$ cat src/rtl/tmr4_pkg.sv
package tmr4_pkg;
    localparam int NUM_CH = 4;
    localparam int WD_CH  = 3;

    localparam int OFS_CMP0 = 'h00;
    localparam int OFS_CNT  = 'h10;
    localparam int OFS_EVT  = 'h14;
    localparam int OFS_WDG  = 'h18;
    localparam int OFS_MASK = 'h1C;

    typedef enum logic [1:0] {
        WD_IDLE  = 2'd0,
        WD_ARMED = 2'd1,
        WD_FIRE  = 2'd2
    } wd_state_e;
endpackage

$ cat src/rtl/tmr4_counter.sv
module tmr4_counter #(
    parameter int CW = 32
) (
    input  logic          clk,
    input  logic          rst_n,
    input  logic          tick_i,
    input  logic          ld_i,
    input  logic [CW-1:0] ld_val_i,
    output logic [CW-1:0] cnt_o,
    output logic          adv_o
);
    logic [CW-1:0] cnt_q;
    logic          adv_q;

    // A load beats a tick and clears the advance flag, so a load never produces a hit.
    always_ff @(posedge clk) begin
        if (!rst_n) begin
            cnt_q <= '0;
            adv_q <= 1'b0;
        end else if (ld_i) begin
            cnt_q <= ld_val_i;
            adv_q <= 1'b0;
        end else begin
            if (tick_i) cnt_q <= cnt_q + 1'b1;
            adv_q <= tick_i;
        end
    end

    assign cnt_o = cnt_q;
    assign adv_o = adv_q;

    assert_count_step_R2: assert property (@(posedge clk) disable iff (!rst_n)
        (tick_i && !ld_i) |=> cnt_q == $past(cnt_q) + 1'b1);
    assert_count_hold_R2: assert property (@(posedge clk) disable iff (!rst_n)
        (!tick_i && !ld_i) |=> $stable(cnt_q));
    assert_load_R3: assert property (@(posedge clk) disable iff (!rst_n)
        ld_i |=> (cnt_q == $past(ld_val_i)) && !adv_q);
endmodule

$ cat src/rtl/tmr4_chan.sv
module tmr4_chan #(
    parameter int CW = 32
) (
    input  logic          clk,
    input  logic          rst_n,
    input  logic          wr_cmp_i,
    input  logic [CW-1:0] wdata_i,
    input  logic          adv_i,
    input  logic [CW-1:0] cnt_i,
    input  logic          en_i,
    input  logic          clr_i,
    output logic [CW-1:0] cmp_o,
    output logic          hit_o,
    output logic          evt_o
);
    logic [CW-1:0] cmp_q;
    logic          evt_q;
    logic          hit;

    assign hit = adv_i && (cnt_i == cmp_q);

    always_ff @(posedge clk) begin
        if (!rst_n) begin
            cmp_q <= '0;
            evt_q <= 1'b0;
        end else begin
            if (wr_cmp_i) cmp_q <= wdata_i;
            if (hit && en_i)  evt_q <= 1'b1;
            else if (clr_i)   evt_q <= 1'b0;
        end
    end

    assign cmp_o = cmp_q;
    assign hit_o = hit;
    assign evt_o = evt_q;

    assert_hit_sets_R4: assert property (@(posedge clk) disable iff (!rst_n)
        (hit && en_i) |=> evt_q);
    assert_masked_quiet_R5: assert property (@(posedge clk) disable iff (!rst_n)
        (!en_i && !evt_q) |=> !evt_q);
    assert_clear_R6: assert property (@(posedge clk) disable iff (!rst_n)
        (clr_i && !(hit && en_i)) |=> !evt_q);
endmodule

$ cat src/rtl/tmr4_wdog.sv
module tmr4_wdog
    import tmr4_pkg::*;
(
    input  logic clk,
    input  logic rst_n,
    input  logic wr_i,
    input  logic arm_i,
    input  logic hit_i,
    output logic armed_o,
    output logic fire_o
);
    wd_state_e state_q, state_d;

    always_ff @(posedge clk) begin
        if (!rst_n) state_q <= WD_IDLE;
        else        state_q <= state_d;
    end

    always_comb begin
        state_d = state_q;
        unique case (state_q)
            WD_IDLE:  if (wr_i) state_d = arm_i ? WD_ARMED : WD_IDLE;
            WD_ARMED: begin
                if (hit_i)     state_d = WD_FIRE;
                else if (wr_i) state_d = arm_i ? WD_ARMED : WD_IDLE;
            end
            WD_FIRE:  state_d = (wr_i && arm_i) ? WD_ARMED : WD_IDLE;
            default:  state_d = WD_IDLE;
        endcase
    end

    always_comb begin
        armed_o = 1'b0;
        fire_o  = 1'b0;
        unique case (state_q)
            WD_IDLE:  ;
            WD_ARMED: armed_o = 1'b1;
            WD_FIRE:  fire_o  = 1'b1;
            default:  ;
        endcase
    end

    assert_fire_pulse_R8: assert property (@(posedge clk) disable iff (!rst_n)
        (state_q == WD_FIRE) |=> (state_q != WD_FIRE));
    assert_fire_from_armed_R8: assert property (@(posedge clk) disable iff (!rst_n)
        (state_q == WD_FIRE) |-> ($past(state_q) == WD_ARMED));
    assert_idle_stays_R9: assert property (@(posedge clk) disable iff (!rst_n)
        (state_q == WD_IDLE && !wr_i) |=> (state_q == WD_IDLE));
endmodule

$ cat src/rtl/tmr4_os_timer.sv
module tmr4_os_timer
    import tmr4_pkg::*;
#(
    parameter int DW     = 32,
    parameter int ADDR_W = 8,
    parameter int MASK_W = 12
) (
    input  logic              clk,
    input  logic              rst_n,
    input  logic              tick_i,
    input  logic [ADDR_W-1:0] addr_i,
    input  logic              we_i,
    input  logic              re_i,
    input  logic [DW-1:0]     wdata_i,
    output logic [DW-1:0]     rdata_o,
    output logic [NUM_CH-1:0] irq_o,
    output logic              rst_req_o,
    output logic              err_o
);
    localparam logic [ADDR_W-1:0] A_CNT  = ADDR_W'(OFS_CNT);
    localparam logic [ADDR_W-1:0] A_EVT  = ADDR_W'(OFS_EVT);
    localparam logic [ADDR_W-1:0] A_WDG  = ADDR_W'(OFS_WDG);
    localparam logic [ADDR_W-1:0] A_MASK = ADDR_W'(OFS_MASK);

    logic [DW-1:0]     cnt;
    logic              adv;
    logic [DW-1:0]     cmp [NUM_CH];
    logic [NUM_CH-1:0] hit, evt;
    logic [MASK_W-1:0] mask_q;
    logic              armed, fire;
    logic [DW-1:0]     rd_mux;
    logic              rd_ok;
    logic [DW-1:0]     rdata_q;
    logic              err_q;

    tmr4_counter #(.CW(DW)) u_cnt (
        .clk(clk), .rst_n(rst_n), .tick_i(tick_i),
        .ld_i(we_i && addr_i == A_CNT), .ld_val_i(wdata_i),
        .cnt_o(cnt), .adv_o(adv)
    );

    for (genvar i = 0; i < NUM_CH; i++) begin : g_ch
        tmr4_chan #(.CW(DW)) u_ch (
            .clk(clk), .rst_n(rst_n),
            .wr_cmp_i(we_i && addr_i == ADDR_W'(OFS_CMP0 + 4 * i)),
            .wdata_i(wdata_i), .adv_i(adv), .cnt_i(cnt),
            .en_i(mask_q[i]),
            .clr_i(we_i && addr_i == A_EVT && wdata_i[i]),
            .cmp_o(cmp[i]), .hit_o(hit[i]), .evt_o(evt[i])
        );
    end

    tmr4_wdog u_wd (
        .clk(clk), .rst_n(rst_n),
        .wr_i(we_i && addr_i == A_WDG), .arm_i(wdata_i[0]),
        .hit_i(hit[WD_CH]), .armed_o(armed), .fire_o(fire)
    );

    always_ff @(posedge clk) begin
        if (!rst_n)                          mask_q <= '0;
        else if (we_i && addr_i == A_MASK)   mask_q <= wdata_i[MASK_W-1:0];
    end

    always_comb begin
        rd_mux = '0;
        rd_ok  = 1'b1;
        unique case (addr_i)
            A_CNT:   rd_mux = cnt;
            A_EVT:   rd_mux = DW'(evt);
            A_WDG:   rd_mux = DW'(armed);
            A_MASK:  rd_mux = DW'(mask_q);
            default: begin
                rd_ok = 1'b0;
                for (int i = 0; i < NUM_CH; i++) begin
                    if (addr_i == ADDR_W'(OFS_CMP0 + 4 * i)) begin
                        rd_mux = cmp[i];
                        rd_ok  = 1'b1;
                    end
                end
            end
        endcase
    end

    always_ff @(posedge clk) begin
        if (!rst_n) begin
            rdata_q <= '0;
            err_q   <= 1'b0;
        end else begin
            err_q <= re_i && !rd_ok;
            if (re_i) rdata_q <= rd_ok ? rd_mux : '0;
        end
    end

    assign rdata_o   = rdata_q;
    assign err_o     = err_q;
    assign irq_o     = evt;
    assign rst_req_o = fire;

    assert_err_zero_R11: assert property (@(posedge clk) disable iff (!rst_n)
        err_o |-> (rdata_o == '0));
    assert_err_pulse_R11: assert property (@(posedge clk) disable iff (!rst_n)
        !re_i |=> !err_o);
    assert_req_clears_wd_R8: assert property (@(posedge clk) disable iff (!rst_n)
        rst_req_o |-> !armed);
endmodule

$ cat config.mk
export PLATFORM = sky130hd
export DESIGN_NAME = tmr4_os_timer
export DESIGN_NICKNAME = d
export VERILOG_FILES = /design/src/rtl/tmr4_pkg.sv /design/src/rtl/tmr4_counter.sv /design/src/rtl/tmr4_chan.sv /design/src/rtl/tmr4_wdog.sv /design/src/rtl/tmr4_os_timer.sv
export SDC_FILE = /design/constraint.sdc
export NUM_CORES = 1
export LEC_CHECK = 0
export ABC_AREA = 1
export BUFFER_PORTS_ARGS = -buffer_cell sky130_fd_sc_hd__buf_2
export CAP_MARGIN = 10
export CORE_MARGIN = 3
export CORE_UTILIZATION = 60
export CTS_BUF_LIST = sky130_fd_sc_hd__clkbuf_16
export CTS_CLUSTER_SIZE = 24
export DETAILED_ROUTE_END_ITERATION = 16
export PLACE_DENSITY_LB_ADDON = 0.12
export SYNTH_ARGS = -nofsm -noshare
export SYNTH_HDL_FRONTEND = slang
export SYNTH_SLANG_ARGS = --single-unit
$ cat constraint.sdc
create_clock -name clk -period 1.7 [get_ports clk]
set_input_delay 0.085 -clock clk [delete_from_list [all_inputs] [get_ports clk]]
set_output_delay 0.085 -clock clk [all_outputs]
set_load 0.03 [all_outputs]
=== Word level (Yosys, flattened, before mapping) ===
Cells that the tools add are included.

* $add $sub $neg: 1
* Bitwise operators: 1
* Reductions and logical operators: 32
* Equality and inequality tests: 13
* Multiplexer cells: 28

{| class="wikitable"
|+ Operators by type and width
! operator !! number
|-
| $mux W32 || 7
|-
| $eq A32 B32 Y1 || 4
|-
| $pmux W32 S4 || 1
|-
| $add A32 B1 Y32 const B || 1
|-
| $eq A8 B5 Y1 const B || 4
|-
| $logic_and A1 B1 Y1 || 22
|-
| $mux W1 || 17
|-
| $eq A8 B4 Y1 const B || 2
|-
| $reduce_bool A2 Y1 || 5
|-
| $eq A8 B3 Y1 const B || 1
|-
| $logic_not A8 Y1 || 1
|-
| $pmux W2 S3 || 1
|-
| $mux W2 || 2
|-
| $reduce_or A4 Y1 || 1
|-
| $eq A2 B1 Y1 const B || 1
|-
| $eq A2 B2 Y1 const B || 1
|-
| $logic_not A2 Y1 || 1
|-
| $reduce_or A2 Y1 || 1
|-
| $logic_not A1 Y1 || 1
|-
| $not A1 Y1 || 1
|}

* Bits in registers: 212
* Input port bits: 45
* Output and inout bits: 38

=== Longest topological paths before layout ===
Gate-level depths: netlist (run 1).

* Depth after elaboration: 8
* Depth in mapped cells: 12
* Depth with buffers taken out: 11

=== By module ===
A second synthesis (run 1) with hierarchy kept.

* Cells, all modules: 2307
* Area total of the unflattened synthesis: 13579.3 um2

{| class="wikitable"
|+ Modules (own cells, without submodules)
! module !! cells an instance !! area an instance (um2) !! instances
|-
| tmr4_chan || 316 || 1896.8 || 4
|-
| tmr4_os_timer || 687 || 3666.0 || 1
|-
| tmr4_counter || 339 || 2220.9 || 1
|-
| tmr4_wdog || 17 || 105.1 || 1
|}

=== Least setup slack after synthesis (run 1) ===
Ideal clock, no wire load.

* Path type: flip-flop to flip-flop
* Start point: reg u_cnt.cnt_q[0], in the netlist u_cnt.cnt_o[0]
* End point: reg u_cnt.cnt_q[18], in the netlist u_cnt.cnt_o[18]
* Arrival: 1.291 ns
* Setup slack: 0.297 ns
* Data required time: 1.588 ns
* Cell stages (with the launch flop): 10
* Buffers on the path: 0
* Path through: dfxtp_1 -> ha_1 -> nand2_1 -> nor2_1 -> nand2_1 -> nor2_1 -> nand3_1 -> xor2_1 -> nand2_1 -> nand2_1

* Cells in the longest elaborated chain, start to end: 3

{| class="wikitable"
|+ RTL lines
! what !! line !! RTL
|-
| from (decl) || tmr4_counter.sv:12 || <nowiki>logic [CW-1:0] cnt_q;</nowiki>
|-
| from (signal assigned) || tmr4_counter.sv:21 || <nowiki>cnt_q <= ld_val_i;</nowiki>
|-
| from (signal assigned) || tmr4_counter.sv:24 || <nowiki>if (tick_i) cnt_q <= cnt_q + 1'b1;</nowiki>
|-
| $add A32 B1 Y32 || tmr4_counter.sv:24 ||
|-
| $mux W32 || tmr4_counter.sv:24 ||
|-
| $mux W32 || tmr4_counter.sv:20 || <nowiki>end else if (ld_i) begin</nowiki>
|}

Every way passes these cells. The select of a mux whose other input is x is not followed.
A chain may end at the register's enable or synchronous reset.

=== Final worst setup path (run 1) ===
* Start point: reg u_cnt.cnt_q[0], in the netlist u_cnt.cnt_o[0]
* End point: reg u_cnt.cnt_q[7], in the netlist u_cnt.cnt_o[7]

Same word-level chain as after synthesis.

==> impl_results.md, run 1 <==
- Largest net degree at the start of global routing: 143
- Share of the cycle needed by the critical path after routing: 100.1%
- Status: finished with violations
- Area growth from synthesis to final layout: 22.23%
- Cell types occupying the most area after synthesis: dfxtp_1 (35%), nand2_1 (17%), a21oi_1 (7.7%), nor2_1 (6.6%), o21ai_0 (6.1%)
- Crit. End Element: register
- Root buffer cell: clkbuf_16
- Later-pin clock latency in the skew report: between 0.5 and 0.6 ns
- GRT overflow: 0
- Count of TritonRoute iterations in the first routing pass: 7
- Number of sinks driven by the clock tree: ~210
- Post-synthesis cell area: ~12000 um2
- Violations in the final reports: setup timing
- Sequential Power Share: roughly 45%
- Startpoint of the most critical hold path: we_i
- Reg-to-Reg Start: u_cnt.cnt_o[0]
- Accumulated negative setup slack: -0.002263 ns
- Chip Height: between 100 and 150 um
- Drt initial violations: about 2.1k
- Post-layout worst setup margin: -0.002263 ns
- Clock tree skew after final layout: roughly 0.0095 ns
- Count of fill cells added during filler insertion: approximately 1.6k
- Ratio of total power to cell area: around 740 nW/um2
- Chip width: 148.9 um
- Cell type with the highest aggregate area in the netlist: dfxtp_1
- GRT Overall Usage: 47.62%
- Critical path launch point: u_cnt.cnt_o[0]
- Post-synth net total: roughly 2k
- Initial antenna violation count: 1
- I/O pin count: 83
- Maximum count of clock buffers along a single path: 3
- Endpoints failing hold: 0
- Core area: between 15000 and 20000 um2
- Dominant combinational cell family by area after synthesis: simple AND/OR/NAND/NOR gates
- Clock period minus worst slack: 1.702 ns
- Via density per instance: 6.110
- Min-Delay Path Class: primary input to register
- Unrepaired setup endpoints after global routing: yes
- Data required time at the worst endpoint: ~2.1 ns
- Post-synth top area share: between 30% and 40%
- Placer congestion estimate: 1.134
- Most common cell after layout, fill and taps aside: nand2_1
- Rows: roughly 50
- DP Wirelength: ~39000 um
- Combinational share of power: under 10%
- Mean post-synth cell area: between 6 and 7 um2
- Leakage power: approximately 6.2 nW
- Arrival time of the worst setup path: roughly 2.1 ns
- Number of buffers created by CTS: 24
- Switching power as a share of total power: 24.69%
- Clock tree from TritonCTS: built
- Clock slew at the register clock pins of the worst setup and hold paths: approximately 0.060 ns
- Synth Area in Adders: less than 1%
- Fraction of final layout cells with drive strength greater than 1: 18.07%
- Antenna violation net count after detailed routing: 0
- Fraction of the yosys area taken by sequential cells: 34.64%
- Peak VDD IR: 0.0007943 V
- Post-synthesis xor/xnor area fraction: 4.218%
- Detailed-route via count: between 10k and 15k
- Total routed wirelength: between 50000 and 60000 um
- Peak Freq: 587.5 MHz
- Global-route wire length before repair: roughly 81000 um
- Final #Nets: approximately 2.2k
- Mean routed wirelength per cell: roughly 23 um
- Synthesized instance count: approximately 1.9k
- Number of DRC violations after detailed routing: 0
- Most frequent cells in the layout: nand2_1 (540), dfxtp_1 (194), nor2_1 (191)
- Maximum fanout along the worst path: 3
- Number of global-route vias before repair: approximately 14k
- Worst hold margin: ~0.039 ns
- Final slew viol count: 0
- Number of distinct library cells after synthesis: 37
- Final setup viols: 1
- Transition time of the tightest slew-check pin: ~0.91 ns
- Design internal power: about 8.4 mW
- Starting density of the core: approximately three fifths
- Post-synthesis simple-gate area fraction: roughly 31%
- Number of levels in the clock H-tree: 1
- Die area: about 22000 um2
- Fraction of synthesized area in multiplexers: 0%
- MaxCap Viol Count: 0
- Nature of the critical path startpoint: register
- Clock power frac: 47.7%
- Count of warnings emitted by yosys: 0
- Port Buffers: 82
- Crit Path Class: register to register
- Max-slew headroom at the worst pin: around two fifths
- Total of flip-flops plus latches after synthesis: roughly 210
- Switching power total: between 2 and 3 mW
- Complex-gate fraction of the synthesized area: between 10% and 20%
==> state kept, by name, summed over array words and instances (netlist names) <==
register	count
u_cnt.cnt_o	32
mask_q	12
u_cnt.adv_o	1
g_ch.u_ch.evt_o	4
err_o	1
rdata_o	32
g_ch.u_ch.cmp_o	128
u_wd.state_q	2
==> logic make-up (layout without fill, tap and decap cells) <==
| group | Yosys count | in the layout |
|---|---|---|
| AOI/OAI and AO/OA | 434 | 434 |
| xor gates and xnor gates | 59 | 59 |
| adders and majority gates | 1 | 1 |
| buffers and inverters | 328 | 517 |
| DFF | 212 | 212 |
| other | 0 | 1 |
| and+or+nand+nor | 908 | 908 |
==> final timing paths <==
path	slack [ns]	endpoint	depth (start not counted)
setup / recovery	-0.002	u_cnt.cnt_o[7]	9
setup reg to reg	-0.002	u_cnt.cnt_o[7]	9
hold reg to reg	0.46	rdata_o[10]	2
hold / removal	0.04	u_wd.state_q[0]	5
==> synth_stat cells, drive strengths merged <==
library cell	number
o21ai	205
xor2	31
a22oi	1
clkinv	1
a31oi	10
o31ai	1
o21a	1
o311ai	1
a21oi	188
nand2	560
o211ai	6
ha	1
nor3b	1
buf	82
nor2	230
inv	207
a211oi	13
xnor2	28
dfxtp	212
o22ai	8
nor3	4
nand3	97
nand4	16
clkbuf	38
==> metrics by stage <==
step	worst slack, ns	cells	total power [mW]	cell area, um2	util (%)
floorplan	0.2970	1942	5.456	12250	-
global placement	-0.2806	2318	5.773	13630	68.88
detailed placement	-0.3041	2318	5.783	13630	68.88
CTS	-0.003972	2396	11.04	14800	74.81
global route	-0.02865	2396	11.31	14970	75.69
finish	-0.002263	2397	11.12	14980	75.71
==> routing by layer <==
| metal | vias up | share of wire [%] | global-route usage (%) |
|---|---|---|---|
| met2 | 1201 | 42 | 71.89 |
| met5 | - | 0.022 | 0 |
| met4 | 2 | 7.6 | 29.61 |
| met1 | 6614 | 36 | 59.79 |
| li1 | 6525 | - | - |
| met3 | 303 | 14 | 13.98 |
==> area by class of cell <==
type	instances	area, um2	share of cell area (%)
antenna	1	2.502	0.01671
clock buffer	25	625.6	4.177
clock inverter	18	161.4	1.078
inverter	208	782.0	5.222
multi-input combinational	1402	6719	44.87
sequential	212	4272	28.52
tap	265	331.6	2.214
timing repair buffer	266	2082	13.90
==> power groups by stage <==
stage	registers (mW)	clock network, mW	logic, mW
3_3_place_gp	5.11	0	0.662
6_report	5.00	5.31	0.809
2_1_floorplan	5.11	0	0.351
4_1_cts	5.00	5.30	0.745
5_1_grt	5.00	5.46	0.845
3_5_place_dp	5.11	0	0.672
==> repair_timing <==
action	CTS	global route
setup endpoints to repair	11	27
gates resized for setup	17	60
hold endpoints to repair	167	0
hold buffers	35	0
pin swaps	1	8
buffers inserted	0	1
==> critical path, cell delays in order (launching register included) <==
cell     delay [ns]
dfxtp_2        0.37
buf_4          0.12
buf_4          0.11
nand3_1        0.15
inv_1          0.12
nand2_1        0.14
buf_4          0.18
nor2_1         0.14
xor2_1         0.18
a21oi_1        0.08
Note: power is estimated with default switching activity, not from simulation.
==> run 2: changes to the inputs <==
--- a/config.mk
+++ b/config.mk
@@ -8,6 +8,7 @@
 export ABC_AREA = 1
 export BUFFER_PORTS_ARGS = -buffer_cell sky130_fd_sc_hd__buf_2
 export CAP_MARGIN = 10
+export CORE_ASPECT_RATIO = 1.75
 export CORE_MARGIN = 3
 export CORE_UTILIZATION = 60
 export CTS_BUF_LIST = sky130_fd_sc_hd__clkbuf_16
==> impl_results.md, run 2 (synthesis results as in run 1) <==
- Status: finished with violations
- Violations in the final reports: setup timing
- Final setup viols: 3
- Clock period minus worst slack: about 1.8 ns
- Switching power as a share of total power: roughly a quarter
- Clock tree from TritonCTS: built
- Crit Path Class: register to register
- Unrepaired setup endpoints after global routing: yes
- Post-layout worst setup margin: -0.06576 ns
- Chip Height: around 200 um
- Design internal power: 7.650 mW
- Most common cell after layout, fill and taps aside: nand2_1
- Number of buffers created by CTS: 21
- Register area: 4270 um2
- Ratio of total power to cell area: approximately 690 nW/um2
- Later-pin clock latency in the skew report: around 0.53 ns
- Combinational share of power: roughly 8.1%
- Switching power total: 2.649 mW
- Largest register FFs: about 130
- Global-route wire length before repair: between 80000 and 90000 um
- MaxCap Viol Count: 0
- Accumulated negative setup slack: -0.09285 ns
- Clock slew at the register clock pins of the worst setup and hold paths: ~0.06 ns
- Share of the cycle needed by the critical path after routing: 103.9%
- Antenna Cells: 0
- Fraction of final layout cells with drive strength greater than 1: between 15 and 20%
- Mean routed wirelength per cell: about 24 um
- Leakage power: roughly 6.3 nW
- I/O pin count: slightly above 80
- Endpoints failing hold: 0
- Final #Nets: between 2k and 2.5k
- Detailed-route via count: ~15k
- Number of global-route vias before repair: between 10k and 15k
- Via density per instance: ~6.2
- Peak Freq: 566.3 MHz
- Core area: between 15000 and 20000 um2
- Util after Layout: 75.23%
- Maximum count of clock buffers along a single path: 3
- GRT overflow: 0
- Arrival time of the worst setup path: between 2 and 2.5 ns
- Most frequent cells in the layout: nand2_1 (533), dfxtp_1 (197), inv_1 (195)
- Die area: approximately 22000 um2
- GRT Overall Usage: around 50%
- Maximum fanout along the worst path: 5
- Max-slew headroom at the worst pin: around three fifths
- Number of DRC violations after detailed routing: 0
- Drt initial violations: between 2k and 2.5k
- Antenna violation net count after detailed routing: 0
- Initial antenna violation count: 2
- Clock tree skew after final layout: between 0.02 and 0.025 ns
- Root buffer cell: clkbuf_16
- Startpoint of the most critical hold path: re_i
- Largest net degree at the start of global routing: 82
- Starting density of the core: 61.54%
- Clock power frac: 43.4%
- Reg-to-Reg Start: u_cnt.cnt_o[10]
- Crit. End Element: register
- Count of TritonRoute iterations in the first routing pass: 7
- Final slew viol count: 0
- Min-Delay Path Class: primary input to register
- Area of combinational cells with multiple inputs: slightly below 7000 um2
- DP Wirelength: approximately 40000 um
- Chip width: 114.0 um
- Rows: 68
- Port Buffers: between 80 and 90
- Total routed wirelength: between 50000 and 60000 um
- Number of sinks driven by the clock tree: 212
- Sequential Power Share: around half
- Number of levels in the clock H-tree: 1
- Transition time of the tightest slew-check pin: 0.6250 ns
- Data required time at the worst endpoint: roughly 2.2 ns
- Peak VDD IR: between 0.001 and 0.0015 V
- Critical path launch point: u_cnt.cnt_o[10]
- Nature of the critical path startpoint: register
- Placer congestion estimate: 1.114
- Count of fill cells added during filler insertion: 1572
- Area growth from synthesis to final layout: 22.24%
[run 2: cell types whose count changed in the layout (fill, tap and decap cells not counted), moves of 3 or more]
| cell | previous run | this run |
|---|---|---|
| nand2_1 | 540 | 533 |
| inv_2 | 24 | 16 |
| clkinv_2 | 7 | 1 |
| buf_6 | 0 | 6 |
| clkbuf_16 | 25 | 22 |
| nand2_4 | 2 | 5 |
| inv_1 | 188 | 195 |
| dfxtp_2 | 16 | 12 |
| buf_4 | 134 | 146 |
| dfxtp_1 | 194 | 197 |
| nand2_2 | 18 | 22 |
[run 2: what timing repair did]
action,in CTS,in global routing
setup endpoints to repair,9,131
gates cloned,0,1
gates resized for setup,14,79
buffers inserted,0,2
pin swaps,0,13
hold buffers,34,0
endpoints found under the hold margin,153,0
[run 2: per-layer routing]
layer / wire length [um] / up-vias / share of wire, % / global-route usage, %
li1: - / 6539 / - / -
met1: 18310 / 6690 / 32 / 54.98
met2: 25470 / 1222 / 44 / 79.18
met3: 7019 / 437 / 12 / 13.30
met4: 6870 / 0 / 12 / 43.11
met5: 0 / - / 0 / 0
[run 2: final timing paths]
kind	end	slack [ns]	depth (start not counted)
worst max register to register	g_ch[0].u_ch.evt_o	-0.07	8
worst min register to register	rdata_o[29]	0.46	2
worst max-delay path	g_ch[0].u_ch.evt_o	-0.07	8
worst min-delay path	rdata_o[30]	0.02	4
[run 2: layout make-up]
| cell class | count | area share, % |
|---|---|---|
| Multi-Input combinational cell | 1402 | 45.12 |
| Sequential cell | 212 | 28.51 |
| Timing Repair Buffer | 283 | 14.89 |
| Inverter | 208 | 5.280 |
| Clock buffer | 21 | 3.509 |
| Tap cell | 245 | 2.047 |
| Clock inverter | 15 | 0.6433 |
[run 2: power by group through the flow]
| stage | sequential [mW] | clock, mW | combinational, mW |
|---|---|---|---|
| 2_1_floorplan | 5.11 | 0 | 0.351 |
| 4_1_cts | 5.00 | 4.44 | 0.761 |
| 5_1_grt | 4.99 | 4.62 | 0.870 |
| 3_3_place_gp | 5.11 | 0 | 0.675 |
| 6_report | 5.00 | 4.47 | 0.835 |
| 3_5_place_dp | 5.11 | 0 | 0.686 |
[run 2: per-stage QoR]
stage / total power, mW / hold WS [ns] / instances / cell area [um2] / worst slack [ns]
after CTS: 10.20 / 0.009380 / 2383 / 14710 / 0.004941
after global placement: 5.784 / 0.3788 / 2313 / 13700 / -0.2893
final: 10.30 / 0.02173 / 2386 / 14980 / -0.06576
after detailed placement: 5.796 / 0.3915 / 2313 / 13700 / -0.3072
after global routing: 10.49 / 0.05757 / 2386 / 14980 / -0.08412
after floorplan: 5.456 / 0.2199 / 1942 / 12250 / 0.2970
[run 2: worst max-delay path, cell delays in order (launching register included)]
cell and delay, ns:
dfxtp_1 0.35, buf_4 0.17, xnor2_1 0.49, nand2_1 0.11, nor2_1 0.10, nand2_1 0.06
nor2_1 0.15, nand3_2 0.12, a21oi_2 0.15
==> run 3: changes to the inputs <==
--- a/config.mk
+++ b/config.mk
@@ -8,7 +8,7 @@
 export ABC_AREA = 1
 export BUFFER_PORTS_ARGS = -buffer_cell sky130_fd_sc_hd__buf_2
 export CAP_MARGIN = 10
-export CORE_ASPECT_RATIO = 1.75
+export CORE_ASPECT_RATIO = 0.9
 export CORE_MARGIN = 3
 export CORE_UTILIZATION = 60
 export CTS_BUF_LIST = sky130_fd_sc_hd__clkbuf_16
==> impl_results.md, run 3 (synthesis results as in run 1) <==
- Status: completed
- Endpoints failing hold: 0
- Crit. End Element: register
- Later-pin clock latency in the skew report: approximately 0.53 ns
- Clock tree from TritonCTS: built
- Number of DRC violations after detailed routing: 0
- Number of buffers created by CTS: 24
- Rows: 48
- Final slew viol count: 0
- Total routed wirelength: 50560 um
- Accumulated negative setup slack: 0 ns
- Most frequent cells in the layout: nand2_1 (542), inv_1 (196), nor2_1 (195), dfxtp_1 (195), a21oi_1 (188)
- Die area: between 20000 and 25000 um2
- Switching power total: between 2 and 3 mW
- Global-route wire length before repair: around 76000 um
- Via density per instance: approximately 6.0
- Number of global-route vias before repair: between 10k and 15k
- WP depth: 9
- Min-Delay Path Class: primary input to register
- Detailed-route via count: 14.31k
- Routed length on met2: around 21000 um
- Peak VDD IR: 0.0008017 V
- Maximum fanout along the worst path: 3
- Antenna violation net count after detailed routing: 0
- Fraction of final layout cells with drive strength greater than 1: between 10% and 20%
- Drt initial violations: approximately 2.1k
- Maximum count of clock buffers along a single path: 3
- Design internal power: approximately 8.5 mW
- Port Buffers: 82
- MaxCap Viol Count: 0
- Placer congestion estimate: roughly 1.1
- Post-layout worst setup margin: between 0.03 and 0.04 ns
- Combinational share of power: between 6 and 7%
- Number of levels in the clock H-tree: 1
- Worst slack at placement: -0.08908 ns
- Arrival time of the worst setup path: approximately 2.1 ns
- I/O pin count: 83
- Root buffer cell: clkbuf_16
- Chip width: ~160 um
- Cell repeated most along the worst path: nor2_1
- Initial antenna violation count: 0
- R2r worst-path depth: 9
- Final #Nets: about 2.2k
- Switching power as a share of total power: between 20% and 30%
- Clock slew at the register clock pins of the worst setup and hold paths: ~0.060 ns
- Leakage power: 6.224 nW
- Slowest cell delay on critical path: just over 0.4 ns
- Setup bufs post-CTS: 0
- Mean routed wirelength per cell: 21.24 um
- Antenna Cells: 0
- GRT overflow: 0
- Crit Path Class: register to register
- Clock period minus worst slack: about 1.7 ns
- DRT met1 WL: ~19000 um
- GRT Overall Usage: between 40% and 50%
- Area growth from synthesis to final layout: 21.06%
- Largest net degree at the start of global routing: between 80 and 90
- Metal3 WL: between 7000 and 8000 um
- Data required time at the worst endpoint: around 2.2 ns
- DP Wirelength: about 37000 um
- Starting density of the core: a little over three fifths
- Slowest cell on the critical path: dfxtp_1
- Core area: a little under 20000 um2
- Largest register FFs: ~130
- Count of TritonRoute iterations in the first routing pass: 6
- Number of sinks driven by the clock tree: between 200 and 250
- Chip Height: between 100 and 150 um
- Uppermost layer routed: met4
- Family with the most delay on the worst path: simple AND/OR/NAND/NOR gates
- Final setup viols: 0
- Sequential Power Share: 44.8%
- Unrepaired setup endpoints after global routing: yes
- Peak Freq: 600.1 MHz
- Most common cell after layout, fill and taps aside: nand2_1
- Worst hold margin: ~0.050 ns
- Count of buffering cells on the critical path with inverters included: 1
- Max-slew headroom at the worst pin: a little under three fifths
- Cells along the critical path: nand2_1 > a21oi_1 > buf_4 > nand3_1 > nor2_1 > nand3_1 > nor2_2 > nor2_1 > nor2_1
- Worst hold path cell count: 5
- Nature of the critical path startpoint: register
- Ratio of total power to cell area: about 750 nW/um2
- Transition time of the tightest slew-check pin: about 0.67 ns
- Clock tree skew after final layout: between 0.015 and 0.02 ns
- Share of the cycle needed by the critical path after routing: ~98%
- Clock power frac: about half
## run 3: changes by cell type in the layout (fill, tap and decap cells not counted), moves of 4 or more
| cell | change |
|---|---|
| buf_4 | -6 |
| nand2_1 | +9 |
| nor2_1 | +4 |
| nand2_2 | -6 |
| dfxtp_2 | +5 |
| buf_6 | -6 |
## run 3: per-layer routing
layer | vias up | global-route usage [%]
met1 | 6401 | 60.73
met3 | 194 | 11.07
met4 | 0 | 22.25
met2 | 1195 | 66.75
li1 | 6520 | -
met5 | - | 0
## run 3: power by group through the flow
| stage | logic, mW | registers (mW) | clock network (mW) |
|---|---|---|---|
| after global routing | 0.793 | 5.00 | 5.59 |
| after floorplan | 0.351 | 5.11 | 0 |
| after detailed placement | 0.641 | 5.11 | 0 |
| final | 0.749 | 5.00 | 5.41 |
| after CTS | 0.707 | 5.00 | 5.39 |
| after global placement | 0.633 | 5.11 | 0 |
## run 3: final timing paths
path	from	to	slack, ns
setup / recovery	u_cnt.adv_o	g_ch[1].u_ch.evt_o	0.03
hold / removal	addr_i[7]	err_o	0.05
setup reg to reg	u_cnt.adv_o	g_ch[1].u_ch.evt_o	0.03
hold reg to reg	rdata_o[26]	rdata_o[26]	0.46
## run 3: stage by stage
step                      power (mW)  utilization [%]  instance area (um2)  cells
after floorplan                5.456                -                12250   1942
after global placement         5.743            69.28                13560   2304
after detailed placement       5.751            69.28                13560   2304
after CTS                      11.10            75.18                14720   2380
after global routing           11.38            75.75                14830   2380
final                          11.16            75.75                14830   2380
## run 3: final cells by class
class,instances,area [um2]
Tap cell,250,312.8
Clock inverter,17,175.2
Timing Repair Buffer,266,2017
Fill cell,1622,4747
Multi-Input combinational cell,1402,6654
Inverter,208,782.0
Clock buffer,25,625.6
Sequential cell,212,4265
## run 3: repair_timing
item	CTS	global route
hold buffers	34	0
pin swaps	0	3
resized for setup	6	46
endpoints found under the hold margin	170	0
setup endpoints to repair	7	25
## run 3: worst min-delay path, cell delays in order
cell and delay, ns:
buf_2 0.10, inv_1 0.04, nand2_1 0.11, o311ai_0 0.14, inv_1 0.07
